File: config.mk
export PLATFORM = sky130hd
export DESIGN_NAME = secReadoutCtrl
export DESIGN_NICKNAME = d
export VERILOG_FILES = /design/src/rtl/secReadoutPkg.sv /design/src/rtl/secReadoutDatapath.sv /design/src/rtl/secReadoutControl.sv /design/src/rtl/secReadoutCtrl.sv
export SDC_FILE = /design/constraint.sdc
export NUM_CORES = 1
export LEC_CHECK = 0
export CELL_PAD_IN_SITES_DETAIL_PLACEMENT = 0
export CELL_PAD_IN_SITES_GLOBAL_PLACEMENT = 2
export CORE_MARGIN = 2
export CORE_UTILIZATION = 31
export DETAILED_ROUTE_END_ITERATION = 8
export PLACE_DENSITY = 0.8
export SYNTH_ARGS = -nofsm -noshare
export SYNTH_HDL_FRONTEND = slang
export SYNTH_SLANG_ARGS = --single-unit
File: constraint.sdc
create_clock -name clk -period 3.35 [get_ports clk]
set_input_delay 0.5025 -clock clk [delete_from_list [all_inputs] [get_ports clk]]
set_output_delay 0.5025 -clock clk [all_outputs]
set_load 0.1 [all_outputs]
File: src/rtl/secReadoutPkg.sv
package secReadoutPkg;

  typedef enum logic [1:0] {
    ST_IDLE  = 2'd0,
    ST_ISSUE = 2'd1,
    ST_AWAIT = 2'd2
  } drainState_t;

  // strobes from control to datapath
  typedef struct packed {
    logic issue;    // pulse a read request to the selected column
    logic capture;  // write the returned packet into the FIFO
  } drainStrobe_t;

endpackage

File: src/rtl/secReadoutDatapath.sv
module secReadoutDatapath
  import secReadoutPkg::*;
#(
  parameter int NUM_COLS = 4,
  parameter int DATA_W   = 8,
  parameter int TS_W     = 8,
  parameter int COL_W    = $clog2(NUM_COLS)
) (
  input  logic                       clk,
  input  logic                       rstN,
  input  logic [NUM_COLS-1:0]        colToken,
  input  logic [NUM_COLS*DATA_W-1:0] colData,
  input  logic [TS_W-1:0]            timestamp,
  input  drainStrobe_t               strobe,
  input  logic [COL_W-1:0]           selCol,
  output logic [NUM_COLS-1:0]        colReadReq,
  output logic                       fifoWrite,
  output logic [DATA_W+COL_W+TS_W-1:0] fifoData
);

  logic [TS_W-1:0] tsArr [NUM_COLS];

  for (genvar c = 0; c < NUM_COLS; c++) begin : g_col
    logic            armed;
    logic [TS_W-1:0] tsHeld;

    // capture on first high sample of the token, re-arm once it is low
    always_ff @(posedge clk or negedge rstN) begin
      if (!rstN) begin
        armed  <= 1'b1;
        tsHeld <= '0;
      end else if (!colToken[c]) begin
        armed <= 1'b1;
      end else if (armed) begin
        armed  <= 1'b0;
        tsHeld <= timestamp;
      end
    end

    assign tsArr[c]      = tsHeld;
    assign colReadReq[c] = strobe.issue && (selCol == COL_W'(c));
  end

  logic [DATA_W-1:0] pickedData;
  assign pickedData = colData[selCol*DATA_W +: DATA_W];

  assign fifoWrite = strobe.capture;
  assign fifoData  = {pickedData, selCol, tsArr[selCol]};

endmodule

File: src/rtl/secReadoutControl.sv
module secReadoutControl
  import secReadoutPkg::*;
#(
  parameter int NUM_COLS = 4,
  parameter int LIMIT_W  = 4,
  parameter int COL_W    = $clog2(NUM_COLS)
) (
  input  logic                clk,
  input  logic                rstN,
  input  logic [NUM_COLS-1:0] colToken,
  input  logic [NUM_COLS-1:0] colValid,
  input  logic                fifoFull,
  input  logic [LIMIT_W-1:0]  readLimit,
  output drainStrobe_t        strobe,
  output logic [COL_W-1:0]    selCol
);

  drainState_t        state;
  logic [LIMIT_W-1:0] readCnt;
  logic [LIMIT_W-1:0] limitEff;
  logic               limitHit;
  logic               tokenCur;
  logic               validCur;
  logic               nextFound;
  logic [COL_W-1:0]   nextCol;

  assign limitEff = (readLimit == '0) ? LIMIT_W'(1) : readLimit;
  assign limitHit = (readCnt >= limitEff);
  assign tokenCur = colToken[selCol];
  assign validCur = colValid[selCol];

  // round-robin search starting after the column last selected
  always_comb begin
    nextFound = 1'b0;
    nextCol   = selCol;
    for (int k = 1; k <= NUM_COLS; k++) begin
      logic [COL_W-1:0] cand;
      cand = COL_W'((int'(selCol) + k) % NUM_COLS);
      if (!nextFound && colToken[cand]) begin
        nextFound = 1'b1;
        nextCol   = cand;
      end
    end
  end

  always_ff @(posedge clk or negedge rstN) begin
    if (!rstN) begin
      state   <= ST_IDLE;
      selCol  <= COL_W'(NUM_COLS - 1);
      readCnt <= '0;
    end else begin
      unique case (state)
        ST_IDLE: begin
          if (nextFound) begin
            selCol  <= nextCol;
            readCnt <= '0;
            state   <= ST_ISSUE;
          end
        end
        ST_ISSUE: begin
          if (!tokenCur || limitHit) state <= ST_IDLE;
          else if (!fifoFull)        state <= ST_AWAIT;
        end
        ST_AWAIT: begin
          if (validCur) begin
            readCnt <= readCnt + 1'b1;
            state   <= ST_ISSUE;
          end
        end
        default: state <= ST_IDLE;
      endcase
    end
  end

  always_comb begin
    strobe.issue   = (state == ST_ISSUE) && tokenCur && !limitHit && !fifoFull;
    strobe.capture = (state == ST_AWAIT) && validCur;
  end

endmodule

File: src/rtl/secReadoutCtrl.sv
module secReadoutCtrl
  import secReadoutPkg::*;
#(
  parameter int NUM_COLS = 4,
  parameter int DATA_W   = 8,
  parameter int TS_W     = 8,
  parameter int LIMIT_W  = 4,
  localparam int COL_W   = $clog2(NUM_COLS),
  localparam int WORD_W  = DATA_W + COL_W + TS_W
) (
  input  logic                       clk,
  input  logic                       rstN,
  input  logic [NUM_COLS-1:0]        colToken,
  input  logic [NUM_COLS-1:0]        colValid,
  input  logic [NUM_COLS*DATA_W-1:0] colData,
  input  logic [TS_W-1:0]            timestamp,
  input  logic [LIMIT_W-1:0]         readLimit,
  input  logic                       fifoFull,
  output logic [NUM_COLS-1:0]        colReadReq,
  output logic                       fifoWrite,
  output logic [WORD_W-1:0]          fifoData
);

  drainStrobe_t     strobe;
  logic [COL_W-1:0] selCol;

  secReadoutControl #(
    .NUM_COLS(NUM_COLS),
    .LIMIT_W (LIMIT_W),
    .COL_W   (COL_W)
  ) u_ctrl (
    .clk      (clk),
    .rstN     (rstN),
    .colToken (colToken),
    .colValid (colValid),
    .fifoFull (fifoFull),
    .readLimit(readLimit),
    .strobe   (strobe),
    .selCol   (selCol)
  );

  secReadoutDatapath #(
    .NUM_COLS(NUM_COLS),
    .DATA_W  (DATA_W),
    .TS_W    (TS_W),
    .COL_W   (COL_W)
  ) u_dp (
    .clk       (clk),
    .rstN      (rstN),
    .colToken  (colToken),
    .colData   (colData),
    .timestamp (timestamp),
    .strobe    (strobe),
    .selCol    (selCol),
    .colReadReq(colReadReq),
    .fifoWrite (fifoWrite),
    .fifoData  (fifoData)
  );

endmodule

# Word-level counts from Yosys, hierarchy flattened
# Index checks and enable logic that the tools add are counted.
# totals
rom_bits	0
mem_count	0
reg_bits	44
latchBits	0
word_cells	99
out_inout_bits	23
mem_bits_rw	0
inputBits	55
# classes
shifts	1
div_mod_pow	0
addsub	5
magnitude_cmp	7
multipliers	0
bitwise_logic	1
n_reduce_logical	30
n_mux	36
eq_ne	8
# ops
op	count
$shiftx 32x6->8	1
$bmux 8 s2	1
$mux 2	8
$mux 8	2
$lt 2x3->1 const B	5
$mux 1	14
$bmux 1 s2	6
$mux 4	3
$logic_and 1x1->1	11
$reduce_and 3->1	3
$pmux 4 s2	1
$reduce_and 2->1	4
$eq 2x2->1 const B	3
$logic_not 1->1	6
$pmux 2 s3	1
$add 2x1->2 const B	2
$add 2x2->2 const B	2
$add 4x1->4 const B	1
$eq 2x1->1 const B	2
$ge 4x4->1	1
$logic_not 2->1	2
$logic_not 4->1	1
$ne 2x1->1 const B	2
$reduce_bool 4->1	1
other kinds (5)	5

# Depth between registers and ports, before layout
# depth
word_depth	15
ltp_mapped	9
depth_no_buf	7

# Cells and area by module
# Synthesis repeated with hierarchy kept, for this count alone.
# hier_totals
hier_cells	183
area_unflattened_um2	2468.6
# by_module_without_submodules
mod	area_per_inst_um2	cells_per_inst	instances	seq_area_each_um2
secReadoutDatapath	1741.7	104	1	905.9
secReadoutControl	726.9	79	1	202.7

# Worst setup path after synthesis
# OpenSTA, ideal clock, no wires.
# synth_path
kind	input to output
start	in readLimit[2]
end	out colReadReq[0]
required_time_ns	2.847
path_slack_ns	0.368
t_arrival_ns	2.479
stages	7
cell_sequence	inv_1 > a31o_2 > ha_1 > nand2b_1 > a211o_1 > a211oi_2 > and2_1
# synth_via
elab_chain_len	7
# synth_rtl
element	line	source
start: declaration	secReadoutCtrl.sv:17	input logic [LIMIT_W-1:0] readLimit,
$logic_not 4->1	secReadoutControl.sv:27	assign limitEff = (readLimit == '0) ? LIMIT_W'(1) : readLimit;
$mux 4 *	secReadoutControl.sv:27	
$ge 4x4->1 *	secReadoutControl.sv:28	assign limitHit = (readCnt >= limitEff);
$logic_not 1->1 *	secReadoutControl.sv:76	strobe.issue = (state == ST_ISSUE) && tokenCur && !limitHit && !fifoFull;
$logic_and 1x1->1 * (2 in series)	secReadoutControl.sv:76	
$logic_and 1x1->1 *	secReadoutDatapath.sv:41	assign colReadReq[c] = strobe.issue && (selCol == COL_W'(c));
end: declaration	secReadoutCtrl.sv:19	output logic [NUM_COLS-1:0] colReadReq,
# Every way passes the cells marked *; elsewhere a longest branch is shown, timed or not.

# Worst setup path in the final report
# layout_path
start	in readLimit[2]
end	out colReadReq[2]
# The elaborated chain is that of the path after synthesis.

==> impl_metrics.tcl <==
set metrics [dict create \
    status "finished, final reports clean" \
    ios 78 \
    ys_warn_count 0 \
    grt.total_usage 0.132 \
    ff2ff_path_depth 5 \
    grt_pass1_wl_mm 9.06 \
    cp_max_fo 5 \
    final_nets 327 \
    worstReg2RegEnd "u_ctrl.selCol[1]" \
    viasPerCell 4.84 \
    synth_area_per_cell_um2 13.7 \
    maxCapViolCount 0 \
    clk_latency_ns 0.29 \
    grt_pass1_vias 1788 \
    p_leak_nw 1.47 \
    finalClockSkew_ns 0.00649 \
    power.total_mw 3.34 \
    slew_violations 0 \
    final_common_cell "clkdlybuf4s50_1" \
    die_y_um 94.1 \
    clock_path_buffers 2 \
    finalSetupViolCount 0 \
    vias 1770 \
    die_area_um2 8850 \
    cts_tree "built" \
    fin_util 0.452 \
    min_period_ns 3.20 \
    drive_gt1_frac 0.386 \
    grt_overflow 0 \
    clk_pin_slew_ns 0.09 \
    synth_compound_area_frac 0.0751 \
    syn_area_um2 2510 \
    detail_route.iter0.violations 91 \
    dp_hpwl_mm 4.14 \
    crit_arrival_ns 2.70 \
    rows 32 \
    ant_nets 0 \
    hold_class "primary input to async pin" \
    synthMuxAreaShare 0.336 \
    root_buffer "clkbuf_8" \
    tns_ns 0 \
    synth_edf_count 0 \
    r2r_slack_ns 0.93 \
    synth-seq-cells 44 \
    grt_antenna_before_repair 0 \
    place_congestion 0.770 \
    async_flop_share 1.00 \
    start_kind "primary input" \
    finalCritPeriodShare 0.956 \
    die_w_um 94.1 \
    hold_viol 0 \
    cp-end-kind "output pin" \
    grt_setup_unrepaired "false" \
    io_buffers 77 \
    synth-simple-area-share 0.0617 \
    avgRoutedWirePerCell_um 15.8 \
    stdcell_area_um2 3530 \
    ys.flop_type "dfrtp_1" \
    cts_sinks 44 \
    cts-buffers-inserted 5 \
    postSynthCellCount 183 \
    irDropWorstVdd_uv 493 \
    final_cell_mix "53 x clkdlybuf4s50_1, 38 x dfrtp_1, 33 x mux2_2" \
    worstSetupPathType "primary input to output pin" \
    worst_slack_ns 0.149 \
    ys_types 39 \
    dpl_worst_slack_ns 0.0746 \
    place_area_um2 3400 \
    endpoint "colReadReq[2]" \
    synthToLayoutAreaGrowth_pct 40.2 \
    power-per-cell-area_nw_per_um2 947 \
    grt_max_degree 45 \
    worstMarginPinSlew_ns 0.974 \
    synth_top_family_by_area "multiplexers" \
    max_slew_margin 0.351 \
    setup.worst_path.start "readLimit[2]" \
    start_util 0.322 \
    post_cts_buffers 0 \
    num_antenna_cells 0 \
    drc_errors 0 \
    synthAdderAreaFrac 0.0448 \
    yosysSeqAreaShare 0.441 \
    critPathRequiredTime_ns 2.85 \
    coreArea_um2 7810 \
    max_freq_ghz 0.312 \
    synth-xor-area-share 0 \
    drt-total-wl_mm 5.78 \
    syn_nets 247 \
    r2r-start "u_ctrl.selCol[0]" \
    first_pass_iters 4 \
    htreeDepth 2 \
]
-- worst min-delay path by stage --
stage	to	slack [ns]	depth (start not counted)
2_1_floorplan	u_ctrl.readCnt[0]	0.21	0
3_3_place_gp	u_dp.g_col[3].tsHeld[5]	0.48	1
3_5_place_dp	u_dp.g_col[0].tsHeld[0]	0.49	1
4_1_cts	u_dp.g_col[3].tsHeld[3]	0.40	1
5_1_grt	u_dp.g_col[1].tsHeld[3]	0.43	1
6_report	u_dp.g_col[1].tsHeld[3]	0.36	1
-- registers in the layout (all words and copies together) (netlist names) --
signal,flops
u_ctrl.readCnt,4
u_ctrl.selCol,2
u_ctrl.state,2
u_dp.g_col.armed,4
u_dp.g_col.tsHeld,32
-- where the power goes --
part | internal (mW) | leakage, nW | switching, mW
logic | 0.696 | 0.889 | 1.49
registers | 0.634 | 0.519 | 0.0882
clock network | 0.244 | 0.0614 | 0.186
-- cell families (layout without fill, tap and decap cells) --
group / count (synthesis) / count (layout)
AOI/OAI and AO/OA: 26 / 26
DFF: 44 / 44
adders and majority gates: 9 / 9
and+or+nand+nor: 27 / 27
muxes: 54 / 54
buffers and inverters: 23 / 104
-- timing repair --
item | in CTS | in global routing
hold buffers | 0 | 0
setup endpoints to repair | 0 | 4
resized for setup | 0 | 1
-- critical path: stages --
cell and delay, ns:
clkdlybuf4s50_1 0.45, inv_1 0.05, a31o_2 0.24, ha_1 0.26
nand2b_1 0.14, a211o_1 0.33, a211oi_4 0.30, and2_1 0.22
buf_12 0.18
-- metrics by stage --
stage / instances / hold slack (ns)
floorplan: 183 / 0.207
global placement: 358 / 0.482
detailed placement: 358 / 0.491
CTS: 366 / 0.397
global route: 366 / 0.427
finish: 366 / 0.365
-- synth_stat cells (2+ instances only) --
library cell	number	area [µm²]
a21oi_1	5	25.0
a31o_2	2	17.5
and2_1	4	25.0
buf_2	6	30.0
dfrtp_1	38	951
dfstp_2	6	158
ha_1	9	113
inv_1	14	52.6
mux2_2	33	372
mux4_2	21	473
nand2_1	8	30.0
nand2b_1	3	18.8
nor2_1	2	7.51
o21ai_0	6	30.0
or3_1	2	12.5
-- metal layers --
| metal | GRT usage | vias to the layer above | part of all wire |
|---|---|---|---|
| met5 | 0 | - | 0 |
| met4 | 0.0217 | 0 | 0.0031 |
| met3 | 0.0353 | 2 | 0.049 |
| met2 | 0.224 | 31 | 0.52 |
| met1 | 0.173 | 893 | 0.42 |
| li1 | - | 844 | - |
-- final cells by class --
cell class	instances	area (µm²)
fillers	718	4280
repair buffers	82	808
well taps	102	128
clock buffers	6	82.6
clock inverters	2	38.8
flip-flops and latches	44	1110
inverters	14	52.6
multi-input cells	116	1310
(Power assumes the default switching activity.)
